==> config.mk <==
export PLATFORM = sky130hd
export DESIGN_NAME = phaseTrackFilter
export DESIGN_NICKNAME = d
export VERILOG_FILES = /design/src/rtl/ptfPkg.sv /design/src/rtl/ptfLaneErr.sv /design/src/rtl/ptfSatInt.sv /design/src/rtl/ptfControl.sv /design/src/rtl/ptfDatapath.sv /design/src/rtl/phaseTrackFilter.sv
export SDC_FILE = /design/constraint.sdc
export NUM_CORES = 1
export LEC_CHECK = 0
export ABC_AREA = 1
export BUFFER_PORTS_ARGS = -buffer_cell sky130_fd_sc_hd__buf_2
export CORE_MARGIN = 4
export CORE_UTILIZATION = 55
export CTS_CLUSTER_SIZE = 28
export DETAILED_ROUTE_END_ITERATION = 10
export MAX_ROUTING_LAYER = met4
export PLACE_DENSITY = 0.73
export SLEW_MARGIN = 40
export SYNTH_ARGS = -nofsm -noshare
export SYNTH_HDL_FRONTEND = slang
export SYNTH_SLANG_ARGS = --single-unit
==> constraint.sdc <==
create_clock -name clk -period 15 [get_ports clk]
set_input_delay 2.25 -clock clk [delete_from_list [all_inputs] [get_ports clk]]
set_output_delay 2.25 -clock clk [all_outputs]
set_load 0.01 [all_outputs]
==> src/rtl/ptfPkg.sv <==
package ptfPkg;
  // Strobes that the control half hands to the datapath each clock.
  typedef struct packed {
    logic order3En;     // third integrator feeds the second
    logic clearInner3;  // third integrator is forced to zero
    logic anyValid;     // at least one lane carries an estimate
  } ptfCtrl_t;
endpackage

==> src/rtl/ptfLaneErr.sv <==
module ptfLaneErr #(
  parameter int LANES = 4,
  parameter int PH_W  = 8,
  parameter int SUM_W = 11
) (
  input  logic [LANES*PH_W-1:0]    phaseVec,
  input  logic [LANES-1:0]         validVec,
  input  logic [PH_W-1:0]          avgPhase,
  output logic signed [SUM_W-1:0]  errSum
);
  logic signed [PH_W-1:0] laneErr [LANES];

  // Per-lane modulo-UI difference; reading the wrapped difference as
  // two's complement bounds it to [-half UI, +half UI).
  for (genvar gi = 0; gi < LANES; gi++) begin : g_lane
    logic [PH_W-1:0] diff;
    assign diff        = phaseVec[gi*PH_W +: PH_W] - avgPhase;
    assign laneErr[gi] = validVec[gi] ? $signed(diff) : '0;
  end

  always_comb begin
    errSum = '0;
    for (int i = 0; i < LANES; i++) begin
      errSum = errSum + SUM_W'(laneErr[i]);
    end
  end
endmodule

==> src/rtl/ptfSatInt.sv <==
module ptfSatInt #(
  parameter int ACC_W = 24
) (
  input  logic                     clk,
  input  logic                     rstN,
  input  logic                     clear,
  input  logic signed [ACC_W-1:0]  addA,
  input  logic signed [ACC_W-1:0]  addB,
  output logic signed [ACC_W-1:0]  value
);
  localparam int WIDE_W = ACC_W + 2;
  localparam logic signed [WIDE_W-1:0] MAX_W = {3'b000, {(ACC_W-1){1'b1}}};
  localparam logic signed [WIDE_W-1:0] MIN_W = {3'b111, {(ACC_W-1){1'b0}}};

  logic signed [WIDE_W-1:0] wideSum;
  logic signed [ACC_W-1:0]  nextVal;

  assign wideSum = WIDE_W'(value) + WIDE_W'(addA) + WIDE_W'(addB);

  always_comb begin
    if (wideSum > MAX_W)      nextVal = MAX_W[ACC_W-1:0];
    else if (wideSum < MIN_W) nextVal = MIN_W[ACC_W-1:0];
    else                      nextVal = wideSum[ACC_W-1:0];
  end

  always_ff @(posedge clk or negedge rstN) begin
    if (!rstN)      value <= '0;
    else if (clear) value <= '0;
    else            value <= nextVal;
  end

  // Non-negative increments never lower the value (a wrap would).
  assert_sat_up_R8: assert property (@(posedge clk) disable iff (!rstN)
    $past(!clear && addA >= 0 && addB >= 0) |-> value >= $past(value));
  // Non-positive increments never raise the value.
  assert_sat_down_R8: assert property (@(posedge clk) disable iff (!rstN)
    $past(!clear && addA <= 0 && addB <= 0) |-> value <= $past(value));
endmodule

==> src/rtl/ptfControl.sv <==
module ptfControl #(
  parameter int LANES = 4
) (
  input  logic              thirdOrder,
  input  logic [LANES-1:0]  validVec,
  output ptfPkg::ptfCtrl_t  ctrl
);
  always_comb begin
    ctrl.order3En    = thirdOrder;
    ctrl.clearInner3 = !thirdOrder;
    ctrl.anyValid    = |validVec;
  end
endmodule

==> src/rtl/ptfDatapath.sv <==
module ptfDatapath #(
  parameter int LANES  = 4,
  parameter int PH_W   = 8,
  parameter int FRAC_W = 8,
  parameter int ACC_W  = 24,
  parameter int SH_W   = 4
) (
  input  logic                   clk,
  input  logic                   rstN,
  input  ptfPkg::ptfCtrl_t       ctrl,
  input  logic [LANES*PH_W-1:0]  phaseVec,
  input  logic [LANES-1:0]       validVec,
  input  logic [SH_W-1:0]        gainShift1,
  input  logic [SH_W-1:0]        gainShift2,
  input  logic [SH_W-1:0]        gainShift3,
  output logic [PH_W-1:0]        avgPhase
);
  localparam int SUM_W    = PH_W + $clog2(LANES) + 1;
  localparam int ACC_PH_W = PH_W + FRAC_W;
  localparam int WIDE_W   = ACC_W + 2;

  logic [ACC_PH_W-1:0]       phaseAcc;
  logic signed [SUM_W-1:0]   errSum;
  logic signed [ACC_W-1:0]   errScaled, step1, step2, step3;
  logic signed [ACC_W-1:0]   int2, int3, int3Feed;
  logic signed [WIDE_W-1:0]  phaseStep;

  assign avgPhase = phaseAcc[ACC_PH_W-1 -: PH_W];

  ptfLaneErr #(.LANES(LANES), .PH_W(PH_W), .SUM_W(SUM_W)) u_laneErr (
    .phaseVec(phaseVec), .validVec(validVec),
    .avgPhase(avgPhase), .errSum(errSum)
  );

  // Align the error sum to the fixed-point grid of the integrators.
  assign errScaled = ACC_W'($signed({errSum, {FRAC_W{1'b0}}}));
  assign step1     = errScaled >>> gainShift1;
  assign step2     = errScaled >>> gainShift2;
  assign step3     = errScaled >>> gainShift3;

  ptfSatInt #(.ACC_W(ACC_W)) u_int3 (
    .clk(clk), .rstN(rstN), .clear(ctrl.clearInner3),
    .addA(step3), .addB('0), .value(int3)
  );

  assign int3Feed = ctrl.order3En ? int3 : '0;

  ptfSatInt #(.ACC_W(ACC_W)) u_int2 (
    .clk(clk), .rstN(rstN), .clear(1'b0),
    .addA(step2), .addB(int3Feed), .value(int2)
  );

  // Output accumulator wraps around the UI circle.
  assign phaseStep = WIDE_W'(step1) + WIDE_W'(int2);

  always_ff @(posedge clk or negedge rstN) begin
    if (!rstN) phaseAcc <= '0;
    else       phaseAcc <= phaseAcc + ACC_PH_W'(phaseStep);
  end

  assert_reset_clear_R1: assert property (@(posedge clk) disable iff (!rstN)
    $rose(rstN) |-> (phaseAcc == '0 && int2 == '0 && int3 == '0));
  assert_inner3_idle_R7: assert property (@(posedge clk) disable iff (!rstN)
    $past(ctrl.clearInner3) |-> int3 == '0);
  // No valid lane and no frequency term: the average must not move.
  assert_idle_hold_R3: assert property (@(posedge clk) disable iff (!rstN)
    $past(!ctrl.anyValid && int2 == '0) |-> phaseAcc == $past(phaseAcc));
  // With no valid lane the accumulator advances by exactly I2.
  assert_flywheel_R10: assert property (@(posedge clk) disable iff (!rstN)
    $past(!ctrl.anyValid) |-> phaseAcc == $past(phaseAcc + ACC_PH_W'(int2)));
endmodule

==> src/rtl/phaseTrackFilter.sv <==
module phaseTrackFilter #(
  parameter int LANES  = 4,
  parameter int PH_W   = 8,
  parameter int FRAC_W = 8,
  parameter int ACC_W  = 24,
  parameter int SH_W   = 4
) (
  input  logic                   clk,
  input  logic                   rstN,
  input  logic [LANES*PH_W-1:0]  phaseVec,
  input  logic [LANES-1:0]       validVec,
  input  logic [SH_W-1:0]        gainShift1,
  input  logic [SH_W-1:0]        gainShift2,
  input  logic [SH_W-1:0]        gainShift3,
  input  logic                   thirdOrder,
  output logic [PH_W-1:0]        avgPhase
);
  ptfPkg::ptfCtrl_t ctrl;

  ptfControl #(.LANES(LANES)) u_ctrl (
    .thirdOrder(thirdOrder), .validVec(validVec), .ctrl(ctrl)
  );

  ptfDatapath #(
    .LANES(LANES), .PH_W(PH_W), .FRAC_W(FRAC_W), .ACC_W(ACC_W), .SH_W(SH_W)
  ) u_dp (
    .clk(clk), .rstN(rstN), .ctrl(ctrl),
    .phaseVec(phaseVec), .validVec(validVec),
    .gainShift1(gainShift1), .gainShift2(gainShift2), .gainShift3(gainShift3),
    .avgPhase(avgPhase)
  );
endmodule

Yosys cells after proc, flatten, opt, wreduce, memory -nomap -nowiden
Cells that the tools add are included.

Bits in registers: 64. Bits in latches: 0. Bits in writable memories: 0. Memory bits (read-only): 0. Input port bits: 51. Memories kept: 0.

Add/subtract/negate cells: 12. $mul: 0. Divide/modulo/power cells: 0. Order comparisons: 4. Equality and inequality tests: 0. Shifts and indexed selects: 3. Multiplexer cells: 10. Bitwise operators: 0. Reductions and logical operators: 0.

Operator list (count): two-way mux 24 bit (6); greater-than comparator 26 x 24 -> 1 bit (second input constant) (2); less-than comparator 26 x 24 -> 1 bit (second input constant) (2); adder 24 x 24 -> 25 bit (2); >>> shifter 19 x 4 -> 24 bit (2); adder 16 bit (2); two-way mux 8 bit (4); subtractor 8 bit (4); adder 25 x 24 -> 26 bit (1); >>> shifter 19 x 4 -> 16 bit (1); adder 10 x 8 -> 11 bit (1); adder 9 x 8 -> 10 bit (1); adder 8 x 8 -> 9 bit (1).

Depth between registers and ports, before layout
Word-level depth: 11. Mapped depth: 53.

Hierarchy
From an unflattened synthesis, not the netlist that was laid out.

Cells, all modules: 1818. Area total of the unflattened synthesis: 11808.8 um^2.

Modules (own cells, without submodules): ptfDatapath (times used 1, cells each 551, area each 3288.2 um^2, seq. area each 400.4 um^2); ptfSatInt at u_dp.u_int3 (times used 1, cells each 441, area each 3103.0 um^2, seq. area each 600.6 um^2); ptfSatInt at u_dp.u_int2 (times used 1, cells each 437, area each 3085.5 um^2, seq. area each 600.6 um^2); ptfLaneErr (times used 1, cells each 384, area each 2309.7 um^2, seq. area each 0.0 um^2); ptfControl (times used 1, cells each 5, area each 22.5 um^2, seq. area each 0.0 um^2).

Worst setup path after synthesis
No wires, ideal clock.

Kind: input-to-reg. Start: input port phaseVec[16]. End: register u_dp.u_int2.value[10]. Setup time: 0.123 ns. Arrival: 8.719 ns. Required time: 14.877 ns. Slack: 6.158 ns. Stages on the path: 49. Buffers on the path: 2. Cells stage by stage: inv_1 -> ha_1 -> inv_1 -> a21oi_1 -> nor2_1 -> nor2_1 -> nor2_1 -> nor2_1 -> o21ai_0 -> inv_1 -> nor2_1 -> nor2_1 -> nor2_1 -> nor2_1 -> or2_2 -> nand3_1 -> fa_1 -> inv_1 -> (+13 left out) -> o21ai_0 -> fa_1 -> ha_1 -> nand2_1 -> inv_1 -> a21oi_1 -> nand2_1 -> a21oi_1 -> o21ai_2 -> nand2_1 -> nand2_1 -> nand2_1 -> nand2_1 -> nand2_1 -> nand4_1 -> nand3_1 -> buf_2 -> nand2_1.

Cells in the longest elaborated chain, start to end: 10.

Ends and longest elaborated chain: start: declaration (line phaseTrackFilter.sv:10) `input logic [LANES*PH_W-1:0] phaseVec,`; subtractor 8 bit * (line ptfLaneErr.sv:17) `assign diff = phaseVec[gi*PH_W +: PH_W] - avgPhase;`; two-way mux 8 bit * (line ptfLaneErr.sv:18) `assign laneErr[gi] = validVec[gi] ? $signed(diff) : '0;`; adder 9 x 8 -> 10 bit * (line ptfLaneErr.sv:24) `errSum = errSum + SUM_W'(laneErr[i]);`; adder 10 x 8 -> 11 bit * (line ptfLaneErr.sv:24); >>> shifter 19 x 4 -> 24 bit * (line ptfDatapath.sv:38) `assign step2 = errScaled >>> gainShift2;`; adder 24 x 24 -> 25 bit * (line ptfSatInt.sv:18) `assign wideSum = WIDE_W'(value) + WIDE_W'(addA) + WIDE_W'(addB);`; adder 25 x 24 -> 26 bit * (line ptfSatInt.sv:18); less-than comparator 26 x 24 -> 1 bit (line ptfSatInt.sv:22) `else if (wideSum < MIN_W) nextVal = MIN_W[ACC_W-1:0];`; two-way mux 24 bit (line ptfSatInt.sv:22); two-way mux 24 bit * (line ptfSatInt.sv:21) `if (wideSum > MAX_W) nextVal = MAX_W[ACC_W-1:0];`; net u_dp.u_int2.nextVal[10] (line ptfSatInt.sv:16) `logic signed [ACC_W-1:0] nextVal;`; end signal: assignment (line ptfSatInt.sv:29) `else value <= nextVal;`; end: declaration (line ptfSatInt.sv:9) `output logic signed [ACC_W-1:0] value`.

The timed path passes the listed nets; every way through them passes the cells marked *.

Worst setup path in the final report
Start: input port phaseVec[16]. End: register u_dp.u_int2.value[16].

The elaborated chain is that of the path after synthesis.

==> results.md <==
* Setup TNS at 0 ps
* Via density at 5.387
* Die Wd at 143.4 um
* Max Cap Viol at 0
* CP max FO at 23
* Mux contribution to synthesized area at 0.9927%
* Skew-Pair Late Insertion Delay at 350 ps
* Final antenna-violating net count at 0
* Htree depth at 3
* Gpl congestion at 0.9892
* Highest routed layer: met4
* Slew HR at 51.63%
* Measured slew at the worst slew-check pin at 724.8 ps
* Synth Area in Compound Gates at 16.52%
* Vias in the first global route at 9,197
* Cells after synthesis at 1,471
* Ys Warns at 0
* Total core area at 18,020 sq um
* Residual DRC at 0
* Area grow syn2layout at 6.502%
* DIE HEIGHT at 143.4 um
* Most used flip-flop cell after synthesis: dfrtp_1
* Synth cell types at 54
* Max Slew Vio Count at 0
* Largest family of logic cells by synthesized area: simple AND/OR/NAND/NOR gates
* Drt wl/cell at 14.96 um
* M1 WL at 11,810 um
* Gr ovfl total at 0
* Worst path most repeated cell: nor2_1
* Max clock buf depth at 2
* RSZ-0062 raised after global routing: false
* Vias at 9,330
* Synth Register Bits at 64
* Hold Path Class: reg -> reg
* Worst setup EP type: flip-flop
* EDFF count, synth at 0
* Upper clock frequency limit at 103.3 MHz
* Ports at 59
* Syn avg cell area at 6.855 sq um
* Share of cells above drive strength 1 at 9.514%
* CP max-delay cell: fa_1
* Register area share after synthesis at 15.88%
* Post-Synth XOR/XNOR Area at 5.298%
* Die area at 20,560 sq um
* Post-CTS Hold Buffers at 0
* Crit-path max cell delay at 500 ps
* Root buffer cell: clkbuf_16
* Total Nets Final at 1,707
* Post-CTS Setup Bufs at 0
* CP Class: in -> reg
* Resized Gates After CTS at 0
* WL final at 25,910 um
* Adder-Cell Fraction of Synth Area at 24.30%
* Initial antenna violation count at 0
* IO Port Bufs at 58
* DR WL met2 at 12,350 um
* Simple-gate area share of the yosys netlist at 24.54%
* Final setup viols at 0
* Tcrit/Tclk final at 64.51%
* Post-synthesis net count at 1,680
* Req. time, crit path at 15,260 ps
* DR WL met3 at 1078 um
* Initial drt markers at 605
* Synthesized area at 10,080 sq um
* Synth async-reset ratio at 100.0%
* First-pass GRT wire length at 43,050 um
* Starting Density at 55.94%
* DPL Wire Length at 21,620 um
* Worst-path clk slew at 60 ps
* Fin crit period at 9676 ps
* Clock Skew at 6.695 ps
* CTS tree: yes
* FILL cells at 1,731
* Outcome: complete, no violations
* CTS Buf Count at 9
* Crit path launch type: input pin
* First-pass detailed-route iteration total at 5
* Endpoints failing hold at 0
* Largest net degree at the start of global routing at 65
* Core Rows at 49
* Sink Count at 64
* Total GRT Usage at 26.77%
* Diode count at 0
* CP arrival at 9940 ps
cell usage after synthesis, types with 4 or more instances:
cell type,count,share of area [%]
inv_2,6,0.22
o21ai_2,21,1.8
nand3b_1,7,0.52
xnor2_1,22,1.9
a21o_1,5,0.37
clkbuf_1,24,0.89
o22ai_1,5,0.31
or2_2,10,0.62
nand3_1,62,3.1
inv_1,265,9.9
nor3_1,14,0.69
o21bai_1,8,0.60
dfrtp_1,64,16
nand2_1,345,13
o21ai_1,4,0.20
a31oi_1,5,0.31
nand2_2,11,0.68
o21ai_0,130,6.5
a21oi_1,87,4.3
ha_1,95,12
nand4_1,12,0.74
buf_6,4,0.45
mux2i_1,10,0.99
buf_4,11,0.82
nor2_1,97,3.6
xor2_1,39,3.4
fa_1,63,13
nand2_4,5,0.56
path summary, 6_finish.rpt:
check                                      startpoint                               to  slack [ps]  depth (start not counted)
min in group asynchronous                        rstN       u_dp.phaseAcc[9]$_DFF_PN0_        1960                          2
hold / removal             u_dp.phaseAcc[0]$_DFF_PN0_       u_dp.phaseAcc[0]$_DFF_PN0_         660                          3
setup reg to reg           u_dp.phaseAcc[9]$_DFF_PN0_  u_dp.u_int2.value[16]$_DFF_PN0_        6600                         38
max in group asynchronous                        rstN  u_dp.u_int2.value[23]$_DFF_PN0_       12540                          2
setup / recovery                         phaseVec[16]  u_dp.u_int2.value[16]$_DFF_PN0_        5320                         40
hold reg to reg            u_dp.phaseAcc[0]$_DFF_PN0_       u_dp.phaseAcc[0]$_DFF_PN0_         660                          3
kinds of logic after synthesis:
| logic type | after synthesis |
|---|---|
| and+or+nand+nor | 574 |
| buffers and inverters | 315 |
| AOI/OAI and AO/OA | 289 |
| adders and majority gates | 158 |
| DFF | 64 |
| xor gates and xnor gates | 61 |
| muxes | 10 |
routing by layer:
layer | track usage (%) | vias up
met5 | - | -
met3 | 3.261 | 49
met2 | 44.38 | 219
li1 | - | 4738
met4 | 8.622 | 0
met1 | 34.29 | 4324
state kept, by name (all words and copies together) (netlist names):
| signal | count |
|---|---|
| u_dp.phaseAcc | 16 |
| u_dp.u_int3.value | 24 |
| u_dp.u_int2.value | 24 |
per-stage QoR:
stage	std cells	util [%]	area, sq um	setup WS (ps)	hold slack, ps
2_1_floorplan	1471	-	10080	6158	623.5
3_3_place_gp	1716	57.87	10430	4802	651.0
3_5_place_dp	1716	57.92	10440	5021	647.3
4_1_cts	1732	59.58	10740	5358	662.6
5_1_grt	1732	59.58	10740	4573	695.9
6_report	1732	59.58	10740	5324	656.9
placed cells by master, fill, tap and decap left out, types with 14 or more instances in the layout:
cell type	netlist	final
dfrtp_1	64	64
nand3_1	62	61
nor2_1	97	97
inv_1	265	265
nor3_1	14	14
ha_1	95	95
o21ai_0	130	130
o21ai_2	21	21
nand2_1	345	345
fa_1	63	63
a21oi_1	87	87
xor2_1	39	39
buf_2	3	58
xnor2_1	22	22
cell type report:
type	count	area (sq um)	share of cell area (%)
well taps	229	286.5	2.668
repair buffers	59	301.5	2.808
multi-input cells	1092	7229	67.32
inverters	272	1021	9.507
flip-flops and latches	64	1602	14.91
clock inverters	5	56.30	0.5243
clock buffers	11	242.7	2.260
critical path, delay by kind of cell:
family                     cells  cell delay (ps)
AOI/OAI and AO/OA              7             1590
adders and majority gates      6             2360
buffers and inverters          7              770
and+or+nand+nor               20             2950
Power is not shown: default switching activity piles up to over one toggle a cycle in this logic, so the estimate is an artifact.
